[src/rtl/regbank_pkg.sv]
package regbank_pkg;

    localparam int BYTE_W  = 8;
    localparam int NUM_GRP = 3;
    localparam int NUM_ID  = 4;

    typedef logic [BYTE_W-1:0] byte_t;

    typedef enum logic [2:0] {
        AK_NONE,
        AK_ID,
        AK_DIRECT,
        AK_SET,
        AK_CLR,
        AK_PWR,
        AK_CLK,
        AK_CLKBIT
    } acc_kind_e;

    typedef enum logic [1:0] {
        OP_LOAD,
        OP_OR,
        OP_ANDN
    } wop_e;

    typedef struct packed {
        acc_kind_e   kind;
        logic [1:0]  grp;
        logic [1:0]  id;
    } dec_t;

    // Alias groups: base address, base+1 sets, base+2 clears
    localparam byte_t GRP_BASE [NUM_GRP] = '{8'h04, 8'h07, 8'hAC};
    localparam byte_t GRP_MASK [NUM_GRP] = '{8'h80, 8'h61, 8'h20};
    localparam byte_t GRP_RST  [NUM_GRP] = '{8'h41, 8'h10, 8'h00};

    localparam byte_t ID_VAL [NUM_ID] = '{8'h51, 8'h04, 8'h02, 8'hC0};

    localparam byte_t PWR_ADDR    = 8'hFD;
    localparam byte_t CLK_ADDR    = 8'hFE;
    localparam byte_t CLKBIT_ADDR = 8'hFF;
    localparam byte_t PWR_MASK    = 8'h01;
    localparam byte_t CLK_MASK    = 8'h07;
    localparam byte_t PWR_RST     = 8'h00;
    localparam byte_t CLK_RST     = 8'h02;

    function automatic dec_t decode(input byte_t a);
        dec_t d;
        d.kind = AK_NONE;
        d.grp  = 2'd0;
        d.id   = a[1:0];
        if (a < byte_t'(NUM_ID)) begin
            d.kind = AK_ID;
        end
        for (int g = 0; g < NUM_GRP; g++) begin
            if (a == GRP_BASE[g]) begin
                d.kind = AK_DIRECT;
                d.grp  = 2'(g);
            end else if (a == byte_t'(GRP_BASE[g] + 8'd1)) begin
                d.kind = AK_SET;
                d.grp  = 2'(g);
            end else if (a == byte_t'(GRP_BASE[g] + 8'd2)) begin
                d.kind = AK_CLR;
                d.grp  = 2'(g);
            end
        end
        if (a == PWR_ADDR)    d.kind = AK_PWR;
        if (a == CLK_ADDR)    d.kind = AK_CLK;
        if (a == CLKBIT_ADDR) d.kind = AK_CLKBIT;
        return d;
    endfunction

    function automatic byte_t apply_op(input byte_t cur, input byte_t v,
                                       input wop_e op, input byte_t mask);
        byte_t r;
        case (op)
            OP_OR:   r = cur | v;
            OP_ANDN: r = cur & ~v;
            default: r = v;
        endcase
        return r & mask;
    endfunction

    function automatic logic is_writable(input acc_kind_e k);
        return (k == AK_DIRECT) || (k == AK_SET) || (k == AK_CLR) ||
               (k == AK_PWR) || (k == AK_CLK);
    endfunction

endpackage

[src/rtl/regbank_ptr.sv]
module regbank_ptr
    import regbank_pkg::*;
(
    input  logic  clk,
    input  logic  rst,
    input  logic  start_i,
    input  logic  tx_valid_i,
    input  byte_t tx_data_i,
    input  logic  rx_req_i,
    output byte_t ptr_o,
    output logic  wr_en_o,
    output byte_t wr_data_o,
    output logic  rd_en_o
);

    logic  expect_ptr_q;
    byte_t ptr_q;
    logic  load_ptr;

    assign load_ptr  = tx_valid_i && (start_i || expect_ptr_q);
    assign wr_en_o   = tx_valid_i && !load_ptr;
    assign rd_en_o   = rx_req_i && !tx_valid_i;
    assign wr_data_o = tx_data_i;
    assign ptr_o     = ptr_q;

    always_ff @(posedge clk) begin
        if (rst) begin
            ptr_q        <= '0;
            expect_ptr_q <= 1'b1;
        end else begin
            if (load_ptr) begin
                ptr_q        <= tx_data_i;
                expect_ptr_q <= 1'b0;
            end else begin
                if (start_i) expect_ptr_q <= 1'b1;
                if (wr_en_o || rd_en_o) ptr_q <= ptr_q + 8'd1;
            end
        end
    end

    AST_PTR_LOAD: assert property (@(posedge clk) disable iff (rst)
        (tx_valid_i && start_i) |=> (ptr_q == $past(tx_data_i)));

    AST_PTR_STEP: assert property (@(posedge clk) disable iff (rst)
        (wr_en_o || rd_en_o) |=> (ptr_q == byte_t'($past(ptr_q) + 8'd1)));

    AST_PTR_IDLE: assert property (@(posedge clk) disable iff (rst)
        (!tx_valid_i && !rx_req_i) |=> $stable(ptr_q));

    AST_NO_DUAL: assert property (@(posedge clk) disable iff (rst)
        !(wr_en_o && rd_en_o));

endmodule

[src/rtl/regbank_byte.sv]
module regbank_byte
    import regbank_pkg::*;
#(
    parameter byte_t MASK = 8'hFF,
    parameter byte_t RST  = 8'h00
) (
    input  logic  clk,
    input  logic  rst,
    input  logic  we_i,
    input  wop_e  op_i,
    input  byte_t data_i,
    output byte_t q_o
);

    byte_t q;

    always_ff @(posedge clk) begin
        if (rst)       q <= RST;
        else if (we_i) q <= apply_op(q, data_i, op_i, MASK);
    end

    assign q_o = q;

    AST_MASK_KEEP: assert property (@(posedge clk) disable iff (rst)
        ((q & ~MASK) & ~$past(q)) == '0);

    AST_BYTE_HOLD: assert property (@(posedge clk) disable iff (rst)
        !we_i |=> $stable(q));

endmodule

[src/rtl/regbank_errcnt.sv]
module regbank_errcnt #(
    parameter int W = 8
) (
    input  logic         clk,
    input  logic         rst,
    input  logic         inc_i,
    output logic [W-1:0] count_o
);

    localparam logic [W-1:0] MAX = '1;

    logic [W-1:0] cnt;

    always_ff @(posedge clk) begin
        if (rst)                       cnt <= '0;
        else if (inc_i && cnt != MAX)  cnt <= cnt + 1'b1;
    end

    assign count_o = cnt;

    AST_ERR_STEP: assert property (@(posedge clk) disable iff (rst)
        (inc_i && cnt != MAX) |=> (cnt == $past(cnt) + 1'b1));

    AST_ERR_QUIET: assert property (@(posedge clk) disable iff (rst)
        !inc_i |=> $stable(cnt));

endmodule

[src/rtl/i2c_alias_regbank.sv]
module i2c_alias_regbank
    import regbank_pkg::*;
#(
    parameter int ERR_W = 8
) (
    input  logic             clk,
    input  logic             rst,
    input  logic             start_i,
    input  logic             tx_valid_i,
    input  logic [7:0]       tx_data_i,
    input  logic             rx_req_i,
    output logic             rx_valid_o,
    output logic [7:0]       rx_data_o,
    output logic [ERR_W-1:0] err_count_o
);

    byte_t ptr;
    logic  wr_en;
    logic  rd_en;
    byte_t wr_data;
    dec_t  dec;
    wop_e  grp_op;
    byte_t grp_q [NUM_GRP];
    byte_t pwr_q;
    byte_t clk_q;
    byte_t rd_mux;
    logic  bad_access;
    logic  rx_valid_q;
    byte_t rx_data_q;

    regbank_ptr u_ptr (
        .clk       (clk),
        .rst       (rst),
        .start_i   (start_i),
        .tx_valid_i(tx_valid_i),
        .tx_data_i (tx_data_i),
        .rx_req_i  (rx_req_i),
        .ptr_o     (ptr),
        .wr_en_o   (wr_en),
        .wr_data_o (wr_data),
        .rd_en_o   (rd_en)
    );

    // One decoder serves both directions: reads and writes use the same pointer
    assign dec = decode(ptr);

    always_comb begin
        case (dec.kind)
            AK_SET:  grp_op = OP_OR;
            AK_CLR:  grp_op = OP_ANDN;
            default: grp_op = OP_LOAD;
        endcase
    end

    for (genvar g = 0; g < NUM_GRP; g++) begin : g_grp
        logic we_g;
        assign we_g = wr_en && (dec.grp == 2'(g)) &&
                      ((dec.kind == AK_DIRECT) || (dec.kind == AK_SET) ||
                       (dec.kind == AK_CLR));
        regbank_byte #(
            .MASK(GRP_MASK[g]),
            .RST (GRP_RST[g])
        ) u_byte (
            .clk   (clk),
            .rst   (rst),
            .we_i  (we_g),
            .op_i  (grp_op),
            .data_i(wr_data),
            .q_o   (grp_q[g])
        );
    end

    regbank_byte #(.MASK(PWR_MASK), .RST(PWR_RST)) u_pwr (
        .clk   (clk),
        .rst   (rst),
        .we_i  (wr_en && dec.kind == AK_PWR),
        .op_i  (OP_LOAD),
        .data_i(wr_data),
        .q_o   (pwr_q)
    );

    regbank_byte #(.MASK(CLK_MASK), .RST(CLK_RST)) u_clk (
        .clk   (clk),
        .rst   (rst),
        .we_i  (wr_en && dec.kind == AK_CLK),
        .op_i  (OP_LOAD),
        .data_i(wr_data),
        .q_o   (clk_q)
    );

    always_comb begin
        rd_mux = '0;
        case (dec.kind)
            AK_ID:     rd_mux = ID_VAL[dec.id];
            AK_PWR:    rd_mux = pwr_q;
            AK_CLK:    rd_mux = clk_q;
            AK_CLKBIT: rd_mux = {7'b0, clk_q[0]};
            AK_DIRECT, AK_SET, AK_CLR: begin
                for (int g = 0; g < NUM_GRP; g++) begin
                    if (dec.grp == 2'(g)) rd_mux = grp_q[g];
                end
            end
            default:   rd_mux = '0;
        endcase
    end

    assign bad_access = (wr_en && !is_writable(dec.kind)) ||
                        (rd_en && (dec.kind == AK_NONE));

    regbank_errcnt #(.W(ERR_W)) u_err (
        .clk    (clk),
        .rst    (rst),
        .inc_i  (bad_access),
        .count_o(err_count_o)
    );

    always_ff @(posedge clk) begin
        if (rst) begin
            rx_valid_q <= 1'b0;
            rx_data_q  <= '0;
        end else begin
            rx_valid_q <= rd_en;
            if (rd_en) rx_data_q <= rd_mux;
        end
    end

    assign rx_valid_o = rx_valid_q;
    assign rx_data_o  = rx_data_q;

    AST_RX_ACK: assert property (@(posedge clk) disable iff (rst)
        (rx_req_i && !tx_valid_i) |=> rx_valid_o);

    AST_RX_DROP: assert property (@(posedge clk) disable iff (rst)
        (rx_req_i && tx_valid_i) |=> !rx_valid_o);

    AST_CLKBIT_UPPER: assert property (@(posedge clk) disable iff (rst)
        (rd_en && ptr == CLKBIT_ADDR) |=> (rx_data_o[7:1] == 7'd0));

    AST_UNMAPPED_ZERO: assert property (@(posedge clk) disable iff (rst)
        (rd_en && dec.kind == AK_NONE) |=> (rx_data_o == 8'h00));

endmodule

[config.mk]
export PLATFORM = sky130hd
export DESIGN_NAME = i2c_alias_regbank
export DESIGN_NICKNAME = d
export VERILOG_FILES = /design/src/rtl/regbank_pkg.sv /design/src/rtl/regbank_ptr.sv /design/src/rtl/regbank_byte.sv /design/src/rtl/regbank_errcnt.sv /design/src/rtl/i2c_alias_regbank.sv
export SDC_FILE = /design/constraint.sdc
export NUM_CORES = 1
export LEC_CHECK = 0
export ABC_AREA = 1
export BUFFER_PORTS_ARGS = -buffer_cell sky130_fd_sc_hd__buf_2
export CAP_MARGIN = 20
export CORE_ASPECT_RATIO = 0.5
export CORE_MARGIN = 3
export CORE_UTILIZATION = 40
export DETAILED_ROUTE_END_ITERATION = 10
export SLEW_MARGIN = 0
export SYNTH_ARGS = -nofsm -noshare
export SYNTH_HDL_FRONTEND = slang
export SYNTH_SLANG_ARGS = --single-unit
[constraint.sdc]
create_clock -name clk -period 1.85 [get_ports clk]
set_input_delay 0.37 -clock clk [delete_from_list [all_inputs] [get_ports clk]]
set_output_delay 0.37 -clock clk [all_outputs]
set_load 0.005 [all_outputs]
==> results by group <==
Status
  – Status: complete, but fails checks
  – Failing checks: negative setup slack

STA
  – Setup ws final: -0.1304 ns
  – Crit share post-route: 107.0%
  – Peak Freq: about 500 MHz
  – Endpoints failing setup: 12
  – Min Tclk post-route: 1.980 ns
  – Hold_ws: about 0.29 ns
  – Final hold vios: 0
  – Max Slew Vio Count: 0
  – Clock skew: between 0.005 and 0.006 ns
  – RSZ-0062 raised after global routing: yes
  – Setup TNS: -0.5531 ns

Critical path
  – Worst endpoint required time: approximately 2.0 ns
  – Critical R2R Launch: u_ptr.ptr_o[1]$_SDFFE_PP0P_
  – Endpoint class of the critical path: register
  – R2r worst-path depth: 14
  – CP Max Fanout: 4
  – CP arrival: 2.17 ns
  – Reg-to-Reg End: u_pwr.q_o[0]$_SDFFE_PP0P_
  – R2r setup slk: -0.13 ns
  – Setup Crit Path Kind: reg2reg
  – CP Launch Type: register

Die
  – Die W: 109.4 um
  – Num rows: 18
  – Initial core utilization: a little over two fifths
  – Chip height: slightly below 60 um
  – Core area: 5045 sq um
  – I/O pin count: 30
  – Die area: between 6000 and 7000 sq um

Synth
  – Synth Area in Simple Gates: between 30 and 40%
  – Main synth FF type: dfxtp_1
  – Multiplexer area fraction after synthesis: 0%
  – Synthesized flop and latch total: 36
  – Ys Warns: 0
  – Post-synth cell types: 36
  – Synthesized area per cell: approximately 6.7 sq um
  – Number of synthesized flops with an enable pin: 0
  – Synthesized area: 2138 sq um
  – Syn Inst Count: 321
  – Seq/Total Area, Yosys: around 34%
  – Ys async rst share: 0%
  – Syn_nets: ~340
  – Main combinational cell family by area after synthesis: simple AND/OR/NAND/NOR gates
  – Synth Area in Compound Gates: ~17%
  – Synth Area in Adders: a little under 3%
  – Post-Synth XOR/XNOR Area: ~2.0%

Worst hold path
  – Hold Path End: u_ptr.expect_ptr_q$_SDFFE_PP1P_
  – Hold path startpoint: tx_valid_i
  – WHS Path Cells: 2
  – Hold WC Path Type: in2reg

Layout
  – Synthesis-to-finish area growth: 41.25%
  – Nets: 411
  – Post-route insts no fill: roughly 460
  – Share of cells above drive strength 1: 39.34%
  – Final instance area: between 3000 and 4000 sq um
  – Antenna diodes: 0

Global route
  – Vias in the first global route: around 2200
  – Initial antenna violation count: 0
  – First-pass GRT wire length: around 10000 um
  – Total gr overflow: 0
  – Largest net degree at the start of global routing: 22
  – Total track usage: between 20% and 30%

Route
  – TritonRoute pass-1 iters: 5
  – Initial DRC Count: between 90 and 100
  – Post-DR wirelength/cell: about 14 um
  – DRT antenna net count: 0
  – Vias per inst: just over 5
  – DRC: 0
  – Total wire length: ~6300 um
  – Via count: roughly 2300

Power
  – Sw Ratio: between 30% and 40%
  – Pleak: roughly 1.4 nW
  – Combinational share of power: 22.8%
  – Clock share of power: a little over a third
  – Pwr Density: ~660 nW/um^2
  – Switching pwr: between 0.0006 and 0.0007 W
  – Maximum vdd drop: about 0.29 mV
  – P_int: around 0.0014 W
  – Seq pwr share: a little over two fifths

Placed design
  – Post-DP HPWL: about 4600 um
  – IO buf count: 28
  – Post-DP Area: approximately 2600 sq um
  – Gpl congestion: a little under 0.9
  – Pre-CTS worst setup slack: -0.1747 ns
  – Placed cell count: 450

Clocking
  – Root Buffer Master: clkbuf_8
  – Clock Latency Late Sink: around 0.29 ns
  – H-tree Lvls: 2
  – CTS tree: yes
  – Reg clk slew, reported paths: roughly 0.080 ns
  – Clk sinks: 36
  – Max Buffers Root-to-Sink: 2
  – Num CTS Buffers: 5
  – CTS Hold Buffers Added: 0

Job
  – Max cap viols: 0
critical path, cell delays in order (launching register included):
cell and delay [ns]:
dfxtp_4 0.37, inv_4 0.08, ha_4 0.16, inv_4 0.04, nor2_2 0.09, nand2_1 0.07
o21ai_1 0.09, nand2_1 0.07, nand2_1 0.05, nand2_1 0.08, nand2_2 0.13, o2111ai_1 0.16
or2_1 0.27, o21ai_1 0.14, a21oi_1 0.06
how the worst max path moves through the flow:
stage | from | endpoint | cells past startpoint
after floorplan | u_ptr.ptr_o[1]$_SDFFE_PP0P_ | u_err.count_o[6]$_SDFFE_PP0P_ | 14
after global placement | u_ptr.ptr_o[1]$_SDFFE_PP0P_ | u_err.count_o[1]$_SDFFE_PP0P_ | 14
after detailed placement | u_ptr.ptr_o[1]$_SDFFE_PP0P_ | u_err.count_o[1]$_SDFFE_PP0P_ | 15
after CTS | u_ptr.ptr_o[1]$_SDFFE_PP0P_ | u_err.count_o[1]$_SDFFE_PP0P_ | 15
after global routing | u_ptr.ptr_o[1]$_SDFFE_PP0P_ | g_grp[1].u_byte.q_o[6]$_SDFFE_PP0P_ | 18
final | u_ptr.ptr_o[1]$_SDFFE_PP0P_ | u_pwr.q_o[0]$_SDFFE_PP0P_ | 14
area by class of cell:
cell class,count,area [sq um]
multi-input combinational,237,1455
clock buffer,5,68.82
fill,488,2024
sequential,36,735.7
timing repair buffer,70,455.4
clock inverter,3,42.54
inverter,43,175.2
tap,70,87.58
metrics by stage:
step / util (%) / total power [W]
3_3_place_gp: 51.91 / 0.001205
4_1_cts: 55.83 / 0.001961
6_report: 59.87 / 0.002008
5_1_grt: 59.87 / 0.002117
3_5_place_dp: 51.91 / 0.001212
2_1_floorplan: - / 0.001063
cell families after synthesis:
logic type,Yosys count
adder cells (fa/ha/maj),5
XOR/XNOR,5
AO/OA/AOI/OAI,65
other,1
AND/OR/NAND/NOR,160
flip-flops,36
buffers and inverters,49
power by group through the flow:
stage	Clock [W]	Combinational, W	Sequential (W)
2_1_floorplan	0	0.000217	0.000846
6_report	0.000709	0.000458	0.000841
4_1_cts	0.000728	0.000400	0.000834
5_1_grt	0.000761	0.000511	0.000845
3_5_place_dp	0	0.000362	0.000850
3_3_place_gp	0	0.000357	0.000848
flip-flops by register name (all words and copies together) (netlist names):
signal              flops
g_grp.u_byte.q_o        7
rx_data_o               7
rx_valid_o              1
u_clk.q_o               3
u_err.count_o           8
u_ptr.expect_ptr_q      1
u_ptr.ptr_o             8
u_pwr.q_o               1
cell usage after synthesis (2+ instances only):
library cell	number	area share, %
a21oi_1	26	6.1
a311oi_1	3	1.2
clkbuf_1	5	0.88
dfxtp_1	36	34
ha_1	5	2.9
inv_1	37	6.5
inv_2	5	0.88
nand2_1	75	13
nand2_2	4	1.2
nand2_4	3	1.6
nand3_1	26	6.1
nand4_1	3	0.88
nor2_1	31	5.4
nor2_2	3	0.88
nor3_1	5	1.2
o211ai_1	5	1.8
o21ai_0	16	3.7
o21ai_1	9	2.1
o22ai_1	3	0.88
or2_2	2	0.59
xor2_1	4	1.6
routing by layer:
| metal | global-route usage, % | vias up | routed length (um) |
|---|---|---|---|
| li1 | - | 1195 | - |
| met1 | 27.51 | 1082 | 2978 |
| met2 | 34.35 | 58 | 2961 |
| met3 | 4.561 | 7 | 337 |
| met4 | 5.506 | 0 | 61 |
| met5 | 0 | - | 0 |
placed cells by master (no fill, tap or decap), drive strengths merged, types with 4 or more instances in the layout:
| cell | instances |
|---|---|
| a21oi | 27 |
| buf | 70 |
| clkbuf | 5 |
| dfxtp | 36 |
| ha | 5 |
| inv | 42 |
| nand2 | 83 |
| nand3 | 27 |
| nor2 | 36 |
| nor3 | 6 |
| o211ai | 5 |
| o21ai | 25 |
| xor2 | 4 |
what timing repair did:
item                                    4_1_cts  5_1_grt
gates resized for setup                      21       50
setup buffers                                 1        4
endpoints found under the setup margin       18       24
cloned                                        1        0
pin swaps                                     6       10
Note: power is estimated with default switching activity, not from simulation.
